[src/rtl/lsb_pkg.sv]
package lsb_pkg;

    typedef enum logic [3:0] {
        ST_IDLE,
        ST_CAP,
        ST_TRAIN,
        ST_RAISE,
        ST_POLL,
        ST_RETRAIN,
        ST_REPORT,
        ST_RD_SET,
        ST_WR_SET,
        ST_HOLD,
        ST_RD_CLR,
        ST_WR_CLR,
        ST_FAIL
    } lsb_state_e;

    localparam logic [3:0]  SPEED_GEN1   = 4'd1;
    localparam logic [3:0]  SPEED_GEN2   = 4'd2;
    localparam logic [15:0] RX_OVRD_ADDR = 16'h1005;
    localparam logic [15:0] RX_OVRD_MASK = 16'h0028;

endpackage

[src/rtl/lsb_timer.sv]
module lsb_timer #(
    parameter int W = 8
) (
    input  logic         clk,
    input  logic         rst_n,
    input  logic         clr,
    output logic [W-1:0] cnt
);
    always_ff @(posedge clk or negedge rst_n) begin
        if (!rst_n)
            cnt <= '0;
        else if (clr)
            cnt <= '0;
        else if (cnt != {W{1'b1}})
            cnt <= cnt + 1'b1;
    end
endmodule

[src/rtl/lsb_poll_counter.sv]
module lsb_poll_counter #(
    parameter int W = 8
) (
    input  logic         clk,
    input  logic         rst_n,
    input  logic         clr,
    input  logic         inc,
    output logic [W-1:0] cnt
);
    always_ff @(posedge clk or negedge rst_n) begin
        if (!rst_n)
            cnt <= '0;
        else if (clr)
            cnt <= '0;
        else if (inc)
            cnt <= cnt + 1'b1;
    end
endmodule

[src/rtl/link_speed_bringup.sv]
module link_speed_bringup
    import lsb_pkg::*;
#(
    parameter int LINK_TIMEOUT = 1000,
    parameter int POLL_GAP     = 16,
    parameter int POLL_MAX     = 200,
    parameter int RX_HOLD      = 500
) (
    input  logic        clk,
    input  logic        rst_n,
    input  logic        start_i,
    input  logic        target_gen2_i,
    input  logic        skip_wait_i,
    input  logic        link_up_i,
    input  logic        in_training_i,
    input  logic [3:0]  cur_speed_i,
    input  logic        spd_chg_pend_i,
    input  logic        phy_ack_i,
    input  logic [15:0] phy_rdata_i,
    output logic        train_en_o,
    output logic [3:0]  max_speed_o,
    output logic        speed_change_o,
    output logic        phy_req_o,
    output logic        phy_we_o,
    output logic [15:0] phy_addr_o,
    output logic [15:0] phy_wdata_o,
    output logic        done_o,
    output logic        err_o,
    output logic [3:0]  speed_o
);
    localparam int TMAX_A = (LINK_TIMEOUT > POLL_GAP) ? LINK_TIMEOUT : POLL_GAP;
    localparam int TMAX   = (TMAX_A > RX_HOLD) ? TMAX_A : RX_HOLD;
    localparam int TW     = $clog2(TMAX + 1);
    localparam int PW     = $clog2(POLL_MAX + 1);

    lsb_state_e  state_q, state_d;
    logic [TW-1:0] tmr_cnt;
    logic [PW-1:0] poll_cnt;
    logic        link_ok, link_expired, poll_tick, hold_over, tmr_clr;
    logic [3:0]  max_spd_q, spd_q;
    logic        train_en_q, gen2_q, skip_q, err_q;
    logic [15:0] phy_data_q;

    assign link_ok      = link_up_i & ~in_training_i;
    assign link_expired = (tmr_cnt == TW'(LINK_TIMEOUT - 1));
    assign poll_tick    = (state_q == ST_POLL) && (tmr_cnt == TW'(POLL_GAP - 1));
    assign hold_over    = (tmr_cnt == TW'(RX_HOLD - 1));
    assign tmr_clr      = (state_d != state_q) || poll_tick;

    lsb_timer #(.W(TW)) u_timer (
        .clk   (clk),
        .rst_n (rst_n),
        .clr   (tmr_clr),
        .cnt   (tmr_cnt)
    );

    lsb_poll_counter #(.W(PW)) u_poll (
        .clk   (clk),
        .rst_n (rst_n),
        .clr   (state_q != ST_POLL),
        .inc   (poll_tick),
        .cnt   (poll_cnt)
    );

    // next-state logic
    always_comb begin
        state_d = state_q;
        unique case (state_q)
            ST_IDLE:    if (start_i) state_d = ST_CAP;
            ST_CAP:     state_d = ST_TRAIN;
            ST_TRAIN: begin
                if (link_ok)           state_d = gen2_q ? ST_RAISE : ST_REPORT;
                else if (link_expired) state_d = ST_RD_SET;
            end
            ST_RAISE:   state_d = skip_q ? ST_RETRAIN : ST_POLL;
            ST_POLL: begin
                if (poll_tick) begin
                    if (!spd_chg_pend_i)                     state_d = ST_RETRAIN;
                    else if (poll_cnt == PW'(POLL_MAX - 1))  state_d = ST_RD_SET;
                end
            end
            ST_RETRAIN: begin
                if (link_ok)           state_d = ST_REPORT;
                else if (link_expired) state_d = ST_RD_SET;
            end
            ST_REPORT:  state_d = ST_IDLE;
            ST_RD_SET:  if (phy_ack_i) state_d = ST_WR_SET;
            ST_WR_SET:  if (phy_ack_i) state_d = ST_HOLD;
            ST_HOLD:    if (hold_over) state_d = ST_RD_CLR;
            ST_RD_CLR:  if (phy_ack_i) state_d = ST_WR_CLR;
            ST_WR_CLR:  if (phy_ack_i) state_d = ST_FAIL;
            ST_FAIL:    state_d = ST_IDLE;
            default:    state_d = ST_IDLE;
        endcase
    end

    // state register
    always_ff @(posedge clk or negedge rst_n) begin
        if (!rst_n) state_q <= ST_IDLE;
        else        state_q <= state_d;
    end

    // register model and result datapath
    always_ff @(posedge clk or negedge rst_n) begin
        if (!rst_n) begin
            max_spd_q  <= SPEED_GEN2;
            train_en_q <= 1'b0;
            gen2_q     <= 1'b0;
            skip_q     <= 1'b0;
            err_q      <= 1'b0;
            spd_q      <= '0;
            phy_data_q <= '0;
        end else begin
            if (state_q == ST_IDLE && start_i) begin
                max_spd_q  <= SPEED_GEN1;
                train_en_q <= 1'b0;
                gen2_q     <= target_gen2_i;
                skip_q     <= skip_wait_i;
                err_q      <= 1'b0;
                spd_q      <= '0;
            end
            if (state_q == ST_CAP)
                train_en_q <= 1'b1;
            if (state_q == ST_TRAIN && state_d == ST_RAISE)
                max_spd_q <= SPEED_GEN2;
            if (state_q != ST_REPORT && state_d == ST_REPORT)
                spd_q <= cur_speed_i;
            if (state_q == ST_RD_SET && phy_ack_i)
                phy_data_q <= phy_rdata_i | RX_OVRD_MASK;
            if (state_q == ST_RD_CLR && phy_ack_i)
                phy_data_q <= phy_rdata_i & ~RX_OVRD_MASK;
            if (state_q == ST_WR_CLR && phy_ack_i) begin
                err_q <= 1'b1;
                spd_q <= '0;
            end
        end
    end

    // outputs
    always_comb begin
        speed_change_o = (state_q == ST_RAISE);
        phy_req_o      = (state_q == ST_RD_SET) || (state_q == ST_WR_SET) ||
                         (state_q == ST_RD_CLR) || (state_q == ST_WR_CLR);
        phy_we_o       = (state_q == ST_WR_SET) || (state_q == ST_WR_CLR);
        phy_addr_o     = RX_OVRD_ADDR;
        phy_wdata_o    = phy_we_o ? phy_data_q : 16'h0000;
        done_o         = (state_q == ST_REPORT) || (state_q == ST_FAIL);
        err_o          = err_q;
        speed_o        = spd_q;
        max_speed_o    = max_spd_q;
        train_en_o     = train_en_q;
    end
endmodule

[config.mk]
export PLATFORM = sky130hd
export DESIGN_NAME = link_speed_bringup
export DESIGN_NICKNAME = d
export VERILOG_FILES = /design/src/rtl/lsb_pkg.sv /design/src/rtl/lsb_timer.sv /design/src/rtl/lsb_poll_counter.sv /design/src/rtl/link_speed_bringup.sv
export SDC_FILE = /design/constraint.sdc
export NUM_CORES = 1
export LEC_CHECK = 0
export BUFFER_PORTS_ARGS = -buffer_cell sky130_fd_sc_hd__buf_4
export CORE_MARGIN = 5
export CORE_UTILIZATION = 53
export DETAILED_ROUTE_END_ITERATION = 6
export GPL_ROUTABILITY_DRIVEN = 0
export GPL_TIMING_DRIVEN = 0
export PLACE_DENSITY = 0.82
export SLEW_MARGIN = 40
export SYNTH_ARGS = -nofsm -noshare
export SYNTH_HDL_FRONTEND = slang
export SYNTH_SLANG_ARGS = --single-unit
[constraint.sdc]
create_clock -name clk -period 2.87 [get_ports clk]
set_input_delay 0.1435 -clock clk [delete_from_list [all_inputs] [get_ports clk]]
set_output_delay 0.1435 -clock clk [all_outputs]
set_load 0.05 [all_outputs]
==> flow_metrics.tcl, run 1 <==
set metrics [dict create \
    power.combinational.fraction 0.519 \
    synth_top_area_share 0.407 \
    reg2reg_from "state_q[1]" \
    via_per_inst 5.33 \
    p_leak_uw 0.00168 \
    synth_warnings 0 \
    synth_most_common_cell "sky130_fd_sc_hd__dfrtp_1" \
    synthesis.instances 281 \
    grt_start_max_net_pins 48 \
    cts_resized 0 \
    sequential_cell_area_um2 1180 \
    power.internal_uw 1610 \
    cpPeakStageDelay_ns 0.36 \
    rows 26 \
    synth_enable_flop_cells 0 \
    routed_wire_length_mm 6.38 \
    clockBufferDepth 2 \
    met3_wirelength_um 368 \
    post_synthesis_async_set_or_reset_flop_share 1.00 \
    route.layer.met1.wl_mm 2.71 \
    met2_wirelength_mm 3.26 \
    yosys_register_bits 47 \
    regToRegEndpoint "u_timer.cnt[9]" \
    swShare 0.442 \
    timing.critical_path.from_type "flip-flop" \
    finalNonFillerCells 430 \
    cts-buffers-inserted 5 \
    tightestPinTransition_ns 0.576 \
    dominantRegCellSynth "sky130_fd_sc_hd__dfrtp_1" \
    dr.first_iter.drc_count 158 \
    critical_path.cell_chain "buf_4, nor2_1, inv_1, a21oi_1, clkbuf_1, and2_1, buf_4" \
    synth_unique_cells 57 \
    place_area_um2 3380 \
    top_level_ports 75 \
    syn-mean-instance-area_um2 10.1 \
    number_of_optimization_iterations_in_the_first_detailed_route_pass 4 \
    synth_area_leaders "sky130_fd_sc_hd__dfrtp_1 (41%), sky130_fd_sc_hd__mux2_2 (6.4%), sky130_fd_sc_hd__buf_4 (5.6%), sky130_fd_sc_hd__and2_1 (3.3%), sky130_fd_sc_hd__nand2_1 (3.1%)" \
    required_ns 2.73 \
    grt_remaining_overflow 0 \
    arrival_ns 2.32 \
    antenna_violation_net_count_after_detailed_routing 0 \
    die-width_um 83.0 \
    cp_slowest_cell "sky130_fd_sc_hd__dfrtp_1" \
    post-place-cells 421 \
    antenna_found_initial 0 \
    yosys-top-cells-count "sky130_fd_sc_hd__dfrtp_1 (46), sky130_fd_sc_hd__nand2_1 (23), sky130_fd_sc_hd__buf_4 (21), sky130_fd_sc_hd__nor2_1 (19), sky130_fd_sc_hd__mux2_2 (16)" \
    critical_path_peak_fanout 10 \
    layout_setup_ws_ns 0.402 \
    fp.dieArea_um2 6890 \
    drc 0 \
    finalCritPeriodShare 0.860 \
    clock_sinks 47 \
    hold_start "target_gen2_i" \
    synth.yosys.seq_area_share 0.417 \
    track_usage 0.191 \
    power.density_nw_per_um2 828 \
    hold-path-endpoint "gen2_q" \
    final.setup_skew_ns 0.00490 \
    grt_pass1_vias 2346 \
    grt_first_pass_wirelength_mm 11.1 \
    initial_core_utilization 0.550 \
    timing.critical_path.buf_inv 4 \
    worstRegToRegCells 7 \
    drive_above_1_share 0.347 \
    hold_slack_ns 0.0348 \
    clock_power_share 0.152 \
    final_cell_area_um2 3490 \
    fin_setup_tns_ns 0 \
    crit_top_cell "sky130_fd_sc_hd__buf_4" \
    rsz0062_at_grt "false" \
    finalWorstPathRequiredPeriod_ns 2.47 \
    hp-class "input port to flip-flop" \
    netlist.top_cell.by_area "sky130_fd_sc_hd__dfrtp_1" \
    max_cap_violations 0 \
    achievable-frequency_mhz 405 \
    preCtsSetupSlack_ns 0.537 \
    cp_top_family "buffers and inverters" \
    reg2reg_setup_slack_ns 0.52 \
    cts_root_buffer "sky130_fd_sc_hd__clkbuf_8" \
    detailroute.via_count 2293 \
    final_nets 390 \
    slew-limit-headroom 0.606 \
    outcome "complete, no violations" \
    clkLatencyLatePin_ns 0.30 \
    type_of_destination_of_the_critical_path "output pin" \
    post_synthesis_cell_area_um2 2830 \
    hold_viol 0 \
    clock_tree.htree_level_count 2 \
    timing.hold.worst_path_depth 3 \
    fill_cells 420 \
    setup_viols_final 0 \
    net_switching_uw 1280 \
    worst_case_vdd_ir_drop_uv 798 \
    synthToLayoutAreaGrowth_pct 23.5 \
    power.sequential.fraction 0.328 \
    die_h_um 83.0 \
    placeableCoreArea_um2 5140 \
    antenna_cells 0 \
    highest_layer "met4" \
    dp_hpwl_mm 4.69 \
    cts_tree "yes" \
    maxSlewViolCount 0 \
    post_drt_wl_per_cell_um 14.8 \
    timing_worst_setup_path_type "flip-flop to output pin" \
    path_clk_slew_ns 0.08 \
    multi_input_comb_area_um2 1440 \
    buffer_ports.inserted 54 \
]
sequential cells by signal, indices dropped and copies added, names as in the netlist:
name         count
err_o            1
train_en_o       1
max_speed_o      2
state_q          4
u_timer.cnt     10
gen2_q           1
skip_q           1
phy_data_q      15
u_poll.cnt       8
speed_o          4
power by group through the flow:
stage / combinational, uW / sequential [uW] / clock (uW)
finish: 1500 / 949 / 440
global route: 1630 / 976 / 480
CTS: 1500 / 949 / 449
detailed placement: 1500 / 959 / 0
global placement: 1460 / 948 / 0
floorplan: 986 / 1090 / 0
cells by family (layout without fill, tap and decap cells):
logic type	Yosys count	count (layout)	share of synthesized area
adder cells (fa/ha/maj)	2	2	0.00885
AND/OR/NAND/NOR	121	121	0.251
flip-flops	47	47	0.417
AO/OA/AOI/OAI	31	31	0.0823
buffers and inverters	40	103	0.0965
multiplexers	24	24	0.0921
other	2	18	0.00266
XOR/XNOR	14	14	0.0500
area by class of cell:
| cell class | count | area share |
|---|---|---|
| Buffer | 31 | 0.0685 |
| Clock buffer | 8 | 0.0287 |
| Inverter | 9 | 0.00968 |
| Multi-Input combinational cell | 210 | 0.412 |
| Sequential cell | 47 | 0.337 |
| Tap cell | 70 | 0.0251 |
| Timing Repair Buffer | 55 | 0.119 |
cell usage in the layout (no fill, tap or decap), types with 2 or more instances in the layout:
| cell | n |
|---|---|
| sky130_fd_sc_hd__conb_1 | 18 |
| sky130_fd_sc_hd__clkbuf_8 | 10 |
| sky130_fd_sc_hd__a31oi_1 | 2 |
| sky130_fd_sc_hd__nand3_1 | 9 |
| sky130_fd_sc_hd__clkbuf_1 | 2 |
| sky130_fd_sc_hd__mux2i_1 | 8 |
| sky130_fd_sc_hd__a21oi_1 | 7 |
| sky130_fd_sc_hd__buf_2 | 5 |
| sky130_fd_sc_hd__and3_2 | 2 |
| sky130_fd_sc_hd__a2111oi_0 | 2 |
| sky130_fd_sc_hd__nand2_1 | 23 |
| sky130_fd_sc_hd__ha_1 | 2 |
| sky130_fd_sc_hd__nand2b_1 | 4 |
| sky130_fd_sc_hd__a211oi_1 | 4 |
| sky130_fd_sc_hd__inv_1 | 9 |
| sky130_fd_sc_hd__nor2b_1 | 3 |
| sky130_fd_sc_hd__nor3_1 | 5 |
| sky130_fd_sc_hd__nor2_1 | 19 |
| sky130_fd_sc_hd__nand4_1 | 8 |
| sky130_fd_sc_hd__and2_1 | 15 |
| sky130_fd_sc_hd__xor2_1 | 9 |
| sky130_fd_sc_hd__or2b_2 | 2 |
| sky130_fd_sc_hd__and2b_2 | 2 |
| sky130_fd_sc_hd__dfrtp_1 | 46 |
| sky130_fd_sc_hd__and3_1 | 2 |
| sky130_fd_sc_hd__and4_1 | 2 |
| sky130_fd_sc_hd__mux2_2 | 16 |
| sky130_fd_sc_hd__o21ai_0 | 5 |
| sky130_fd_sc_hd__nand3b_1 | 2 |
| sky130_fd_sc_hd__nor4_1 | 10 |
| sky130_fd_sc_hd__buf_4 | 75 |
| sky130_fd_sc_hd__a2111oi_2 | 3 |
| sky130_fd_sc_hd__xnor2_1 | 4 |
what timing repair did:
| action | 4_1_cts | 5_1_grt |
|---|---|---|
| hold endpoints to repair | 46 | 0 |
| hold buffers | 1 | 0 |
| buffers inserted | 0 | 0 |
stage by stage:
stage	utilization	power, uW
floorplan	-	2070
global placement	0.657	2410
detailed placement	0.657	2460
CTS	0.679	2900
global route	0.679	3080
finish	0.679	2890
worst max path at each step:
stage | startpoint | end | cells past startpoint
after floorplan | state_q[0] | phy_wdata_o[10] | 6
after global placement | state_q[1] | u_timer.cnt[7] | 7
after detailed placement | state_q[1] | u_timer.cnt[0] | 7
after CTS | state_q[0] | phy_wdata_o[7] | 7
after global routing | state_q[0] | phy_wdata_o[13] | 7
final | state_q[0] | phy_wdata_o[7] | 7
tightest hold or removal path: stages:
cell and delay [ns]:
sky130_fd_sc_hd__buf_4 0.08, sky130_fd_sc_hd__nand2_1 0.04, sky130_fd_sc_hd__nand2_1 0.05
per-layer routing:
metal | vias up | GRT usage
met5 | - | 0
met4 | 0 | 0.0505
met3 | 4 | 0.0475
met2 | 76 | 0.324
met1 | 1103 | 0.243
li1 | 1110 | -
Power figures use the tool's default switching activity.
==> run 2: changes to the inputs <==
PLACE_DENSITY = 0.8   (was 0.82)
==> run 2 against run 1 <==
Against the previous run: clock skew increased by 0.0056 ns; critical path type unchanged; count of clock-buffer cells in the layout decreased by 2; critical path depth unchanged; final cell count unchanged; clock power increased by 30%; first-iteration DRC count increased by 7.0%; non-clock buffer count unchanged; setup slack got worse by 0.049 ns; critical endpoint is now phy_wdata_o[6]; sequential power about the same; largest cell class unchanged.
==> flow_metrics.tcl, run 2 (same netlist as run 1, synthesis figures left out) <==
set metrics [dict create \
    register_with_the_highest_flop_count "phy_data_q" \
    layout.cells.most_common_list "sky130_fd_sc_hd__buf_4 (75), sky130_fd_sc_hd__dfrtp_1 (46), sky130_fd_sc_hd__nand2_1 (23), sky130_fd_sc_hd__nor2_1 (19), sky130_fd_sc_hd__conb_1 (18)" \
    hold_viol 0 \
    arrival_ns 2.37 \
    path_clk_slew_ns 0.09 \
    timing.critical_path.from_type "flip-flop" \
    cts-buffers-inserted 5 \
    dp_hpwl_mm 4.48 \
    rsz0062_at_grt "false" \
    dr.first_iter.drc_count 169 \
    placeableCoreArea_um2 5140 \
    antenna_violation_net_count_after_detailed_routing 0 \
    mostFrequentLayoutCell "sky130_fd_sc_hd__buf_4" \
    routed_wire_length_mm 6.05 \
    finalCritPeriodShare 0.877 \
    preCtsSetupSlack_ns 0.412 \
    grt_remaining_overflow 0 \
    max_cap_violations 0 \
    clkLatencyLatePin_ns 0.30 \
    swShare 0.422 \
    top_level_ports 75 \
    cts_root_buffer "sky130_fd_sc_hd__clkbuf_8" \
    power.internal_uw 1740 \
    required_ns 2.73 \
    cts_setup_buffers 0 \
    regs_by_ff_count "phy_data_q (15), u_timer.cnt (10), u_poll.cnt (8)" \
    cts_resized 0 \
    fin_setup_tns_ns 0 \
    worst_case_vdd_ir_drop_uv 647 \
    final_cell_area_um2 3520 \
    critical_path.cell_chain "buf_4, nor2_1, inv_1, a21oi_1, clkbuf_1, and2_1, buf_4" \
    power.combinational.fraction 0.495 \
    achievable-frequency_mhz 397 \
    crit_top_cell "sky130_fd_sc_hd__buf_4" \
    final_nets 390 \
    net_switching_uw 1270 \
    synthToLayoutAreaGrowth_pct 24.6 \
    timing_worst_setup_path_type "flip-flop to output pin" \
    setup_viols_final 0 \
    initial_core_utilization 0.550 \
    clock_power_share 0.191 \
    drc 0 \
    via_per_inst 5.27 \
    rows 26 \
    number_of_flip_flops_under_the_largest_register_name 15 \
    die-width_um 83.0 \
    clock_sinks 47 \
    clockBufferDepth 2 \
    power.sequential.fraction 0.315 \
    critical_path_peak_fanout 10 \
    type_of_destination_of_the_critical_path "output pin" \
    buffer_ports.inserted 54 \
    grt_start_max_net_pins 48 \
    track_usage 0.185 \
    grt_first_pass_wirelength_mm 10.6 \
    grt_pass1_vias 2228 \
    final.setup_skew_ns 0.0105 \
    power_uw 3010 \
    fp.dieArea_um2 6890 \
    clock_tree.htree_level_count 2 \
    slew-limit-headroom 0.602 \
    cpPeakStageDelay_ns 0.41 \
    place_area_um2 3380 \
    tightestPinTransition_ns 0.597 \
    antenna_found_initial 0 \
    hold_slack_ns 0.0261 \
    outcome "complete, no violations" \
    die_h_um 83.0 \
    p_leak_uw 0.00170 \
    power.density_nw_per_um2 855 \
    hp-class "input port to flip-flop" \
    drive_above_1_share 0.347 \
    detailroute.via_count 2264 \
    layout_setup_ws_ns 0.352 \
    cp_slowest_cell "sky130_fd_sc_hd__a21oi_1" \
    cts_tree "yes" \
    antenna_cells 0 \
    number_of_optimization_iterations_in_the_first_detailed_route_pass 4 \
    finalWorstPathRequiredPeriod_ns 2.52 \
    maxSlewViolCount 0 \
    post_drt_wl_per_cell_um 14.1 \
]
==> run 2: cell types whose count changed in the layout (fill, tap and decap cells not counted), sizes merged <==
cell	delta
bufinv	+2
clkbuf	-2
==> run 2: area by class of cell <==
type / instances / area, um2
Buffer: 31 / 239
Fill cell: 449 / 1620
Clock buffer: 6 / 72.6
Tap cell: 70 / 87.6
Multi-Input combinational cell: 210 / 1440
Inverter: 9 / 33.8
Sequential cell: 47 / 1180
Timing Repair Buffer: 55 / 415
Clock inverter: 2 / 60.1
==> run 2: critical path, delay by kind of cell, from the launching register on <==
kind	cells	cell delay [ns]
AO/OA/AOI/OAI	1	0.41
buffers and inverters	4	0.79
flip-flops	1	0.37
AND/OR/NAND/NOR	2	0.51
==> run 2: per-layer routing <==
metal	vias to the layer above	share of wire	wire (um)	track usage
li1	1114	-	-	-
met1	1077	0.42	2540	0.234
met2	69	0.50	3020	0.308
met3	4	0.072	434	0.0525
met4	0	0.0089	54	0.0550
met5	-	0	0	0
==> run 2: power by group through the flow <==
| stage | clock, uW | combinational (uW) | sequential (uW) |
|---|---|---|---|
| 2_1_floorplan | 0 | 986 | 1090 |
| 5_1_grt | 617 | 1620 | 977 |
| 4_1_cts | 585 | 1500 | 949 |
| 3_3_place_gp | 0 | 1460 | 948 |
| 6_report | 574 | 1490 | 947 |
| 3_5_place_dp | 0 | 1490 | 958 |
==> run 2: repair_timing <==
| item | in CTS | in global routing |
|---|---|---|
| hold endpoints to repair | 46 | 0 |
| hold buffers | 1 | 0 |
| setup endpoints to repair | 0 | 0 |
==> run 2: stage by stage <==
stage	utilization	cells
3_3_place_gp	0.657	421
5_1_grt	0.685	430
3_5_place_dp	0.657	421
6_report	0.685	430
2_1_floorplan	-	297
4_1_cts	0.685	430
==> run 2: worst paths after layout <==
path	startpoint	to	slack (ns)	cells past startpoint
max	state_q[0]	phy_wdata_o[6]	0.35	7
min	target_gen2_i	gen2_q	0.03	3
max reg2reg	state_q[1]	u_timer.cnt[3]	0.39	7
min reg2reg	max_speed_o[1]	max_speed_o[1]	0.48	2
max in group asynchronous	rst_n	err_o	2.08	2
min in group asynchronous	rst_n	u_timer.cnt[3]	0.39	2
==> run 3: changes to the inputs <==
CORE_UTILIZATION = 48   (was 53)
PLACE_DENSITY = 0.77   (was 0.8)
clock period = 2.1 ns   (was 2.87 ns; I/O delays follow)
==> run 3 against run 2 <==
Against the previous run: the flow now finishes with violations (setup timing); global-route usage increased by 1.2 points; routed wire length increased by 29%; sequential power increased by 40%; non-clock buffer count increased by 24; critical path type is now flip-flop to flip-flop; largest cell class unchanged.
==> flow_metrics.tcl, run 3 (same netlist as run 1, synthesis figures left out) <==
set metrics [dict create \
    outcome "complete, but fails checks" \
    failing_checks "setup timing" \
    dr.first_iter.drc_count 175 \
    final_nets 417 \
    sequential_cell_area_um2 1180 \
    cp_slowest_cell "sky130_fd_sc_hd__or4bb_1" \
    rsz0062_at_grt "true" \
    finalCritPeriodShare 1.09 \
    setup_viols_final 14 \
    clkLatencyLatePin_ns 0.30 \
    critical_path.cell_chain "buf_4, or4bb_1, a31oi_4, a31oi_4, nand4_4, xnor2_4, buf_12, a2111oi_4" \
    cp_top_family "simple AND/OR/NAND/NOR gates" \
    grt_start_max_net_pins 48 \
    drc 0 \
    placeableCoreArea_um2 5820 \
    crit_top_cell "sky130_fd_sc_hd__a31oi_4" \
    mostFrequentLayoutCell "sky130_fd_sc_hd__buf_4" \
    hp-class "input port to flip-flop" \
    dp_hpwl_mm 4.55 \
    track_usage 0.197 \
    final.setup_skew_ns 0.00707 \
    antenna_violation_net_count_after_detailed_routing 0 \
    number_of_flip_flops_under_the_largest_register_name 15 \
    power.density_nw_per_um2 1300 \
    timing.hold.worst_path_depth 2 \
    achievable-frequency_mhz 435 \
    cts_root_buffer "sky130_fd_sc_hd__clkbuf_8" \
    regs_by_ff_count "phy_data_q (15), u_timer.cnt (10), u_poll.cnt (8)" \
    max_cap_violations 0 \
    post_drt_wl_per_cell_um 16.9 \
    layout_setup_ws_ns -0.198 \
    path_clk_slew_ns 0.09 \
    cts_tree "yes" \
    hold_viol 0 \
    timing.critical_path.from_type "flip-flop" \
    buffer_ports.inserted 54 \
    cpPeakStageDelay_ns 0.58 \
    rows 28 \
    multi_input_comb_area_um2 1800 \
    number_of_optimization_iterations_in_the_first_detailed_route_pass 5 \
    antenna_cells 0 \
    worstRegToRegCells 8 \
    fp.dieArea_um2 7520 \
    timing.critical_path.buf_inv 2 \
    clock_tree.htree_level_count 2 \
    finalWorstPathRequiredPeriod_ns 2.30 \
    register_with_the_highest_flop_count "phy_data_q" \
    initial_core_utilization 0.486 \
    p_leak_uw 0.00187 \
    grt_first_pass_wirelength_mm 11.9 \
    synthToLayoutAreaGrowth_pct 45.4 \
    via_per_inst 5.50 \
    crit_cells 8 \
    routed_wire_length_mm 7.81 \
    detailroute.via_count 2543 \
    finalNonFillerCells 462 \
    top_level_ports 75 \
    maxSlewViolCount 0 \
    type_of_destination_of_the_critical_path "flip-flop" \
    tightestPinTransition_ns 0.598 \
    grt_pass1_vias 2452 \
    timing_worst_setup_path_type "flip-flop to flip-flop" \
    fill_cells 399 \
    layout.cells.most_common_list "sky130_fd_sc_hd__buf_4 (99), sky130_fd_sc_hd__dfrtp_1 (43), sky130_fd_sc_hd__nand2_1 (22), sky130_fd_sc_hd__conb_1 (18), sky130_fd_sc_hd__nor2_1 (17)" \
    arrival_ns 2.50 \
    preCtsSetupSlack_ns -0.348 \
    required_ns 2.30 \
    critical_path_peak_fanout 4 \
    cts-buffers-inserted 5 \
    slew-limit-headroom 0.601 \
    clockBufferDepth 2 \
    worst_case_vdd_ir_drop_uv 994 \
    antenna_found_initial 0 \
    post-place-cells 426 \
    die_h_um 86.7 \
    power_uw 5330 \
    clock_sinks 47 \
    die-width_um 86.7 \
    grt_remaining_overflow 0 \
    drive_above_1_share 0.473 \
]
run 3: what timing repair did:
item,4_1_cts,5_1_grt
hold buffers,3,0
gates resized for setup,41,23
buffers inserted,15,8
pin swaps,10,22
endpoints found under the hold margin,48,0
endpoints found under the setup margin,41,33
gates cloned,3,0
run 3: layout make-up:
class                      instances  share of cell area
buffer                            30              0.0606
inverter                           9              0.0100
timing repair buffer              80               0.154
sequential                        47               0.287
clock inverter                     2             0.00913
tap                               75              0.0228
clock buffer                       6              0.0177
multi-input combinational        213               0.438
run 3: through the flow:
step | TNS [ns] | util | hold WS [ns] | instance area (um2)
finish | -1.93 | 0.707 | 0.0256 | 4110
global route | -2.91 | 0.707 | 0.0188 | 4110
CTS | -0.0415 | 0.670 | 0.0239 | 3890
detailed placement | -5.74 | 0.582 | 0.157 | 3390
global placement | -3.89 | 0.582 | 0.150 | 3390
floorplan | 0 | - | -0.191 | 2890
run 3: worst reg2reg max path: stages, from the launching register on:
cell and delay [ns]:
sky130_fd_sc_hd__dfrtp_1 0.42, sky130_fd_sc_hd__buf_4 0.16, sky130_fd_sc_hd__or4bb_1 0.58, sky130_fd_sc_hd__a31oi_4 0.20
sky130_fd_sc_hd__a31oi_4 0.06, sky130_fd_sc_hd__nand4_4 0.17, sky130_fd_sc_hd__xnor2_4 0.14, sky130_fd_sc_hd__buf_12 0.16
sky130_fd_sc_hd__a2111oi_4 0.29
run 3: power by group:
part	switching, uW	internal, uW
logic	1920	1400
clock network	315	356
registers	177	1160
total	2420	2920
run 3: worst paths after layout:
check,endpoint,startpoint,slack [ns]
hold / removal,phy_data_q[15],phy_rdata_i[15],0.03
max in group asynchronous,state_q[3],rst_n,1.32
setup / recovery,u_timer.cnt[9],state_q[1],-0.20
setup reg to reg,u_timer.cnt[9],state_q[1],-0.20
hold reg to reg,max_speed_o[1],max_speed_o[1],0.47
min in group asynchronous,u_timer.cnt[0],rst_n,0.35
run 3: per-layer routing:
| metal | wire length (um) | vias to the layer above | global-route usage |
|---|---|---|---|
| li1 | - | 1176 | - |
| met1 | 2980 | 1241 | 0.243 |
| met2 | 4120 | 111 | 0.341 |
| met3 | 529 | 15 | 0.0437 |
| met4 | 184 | 0 | 0.0623 |
| met5 | 0 | - | 0 |
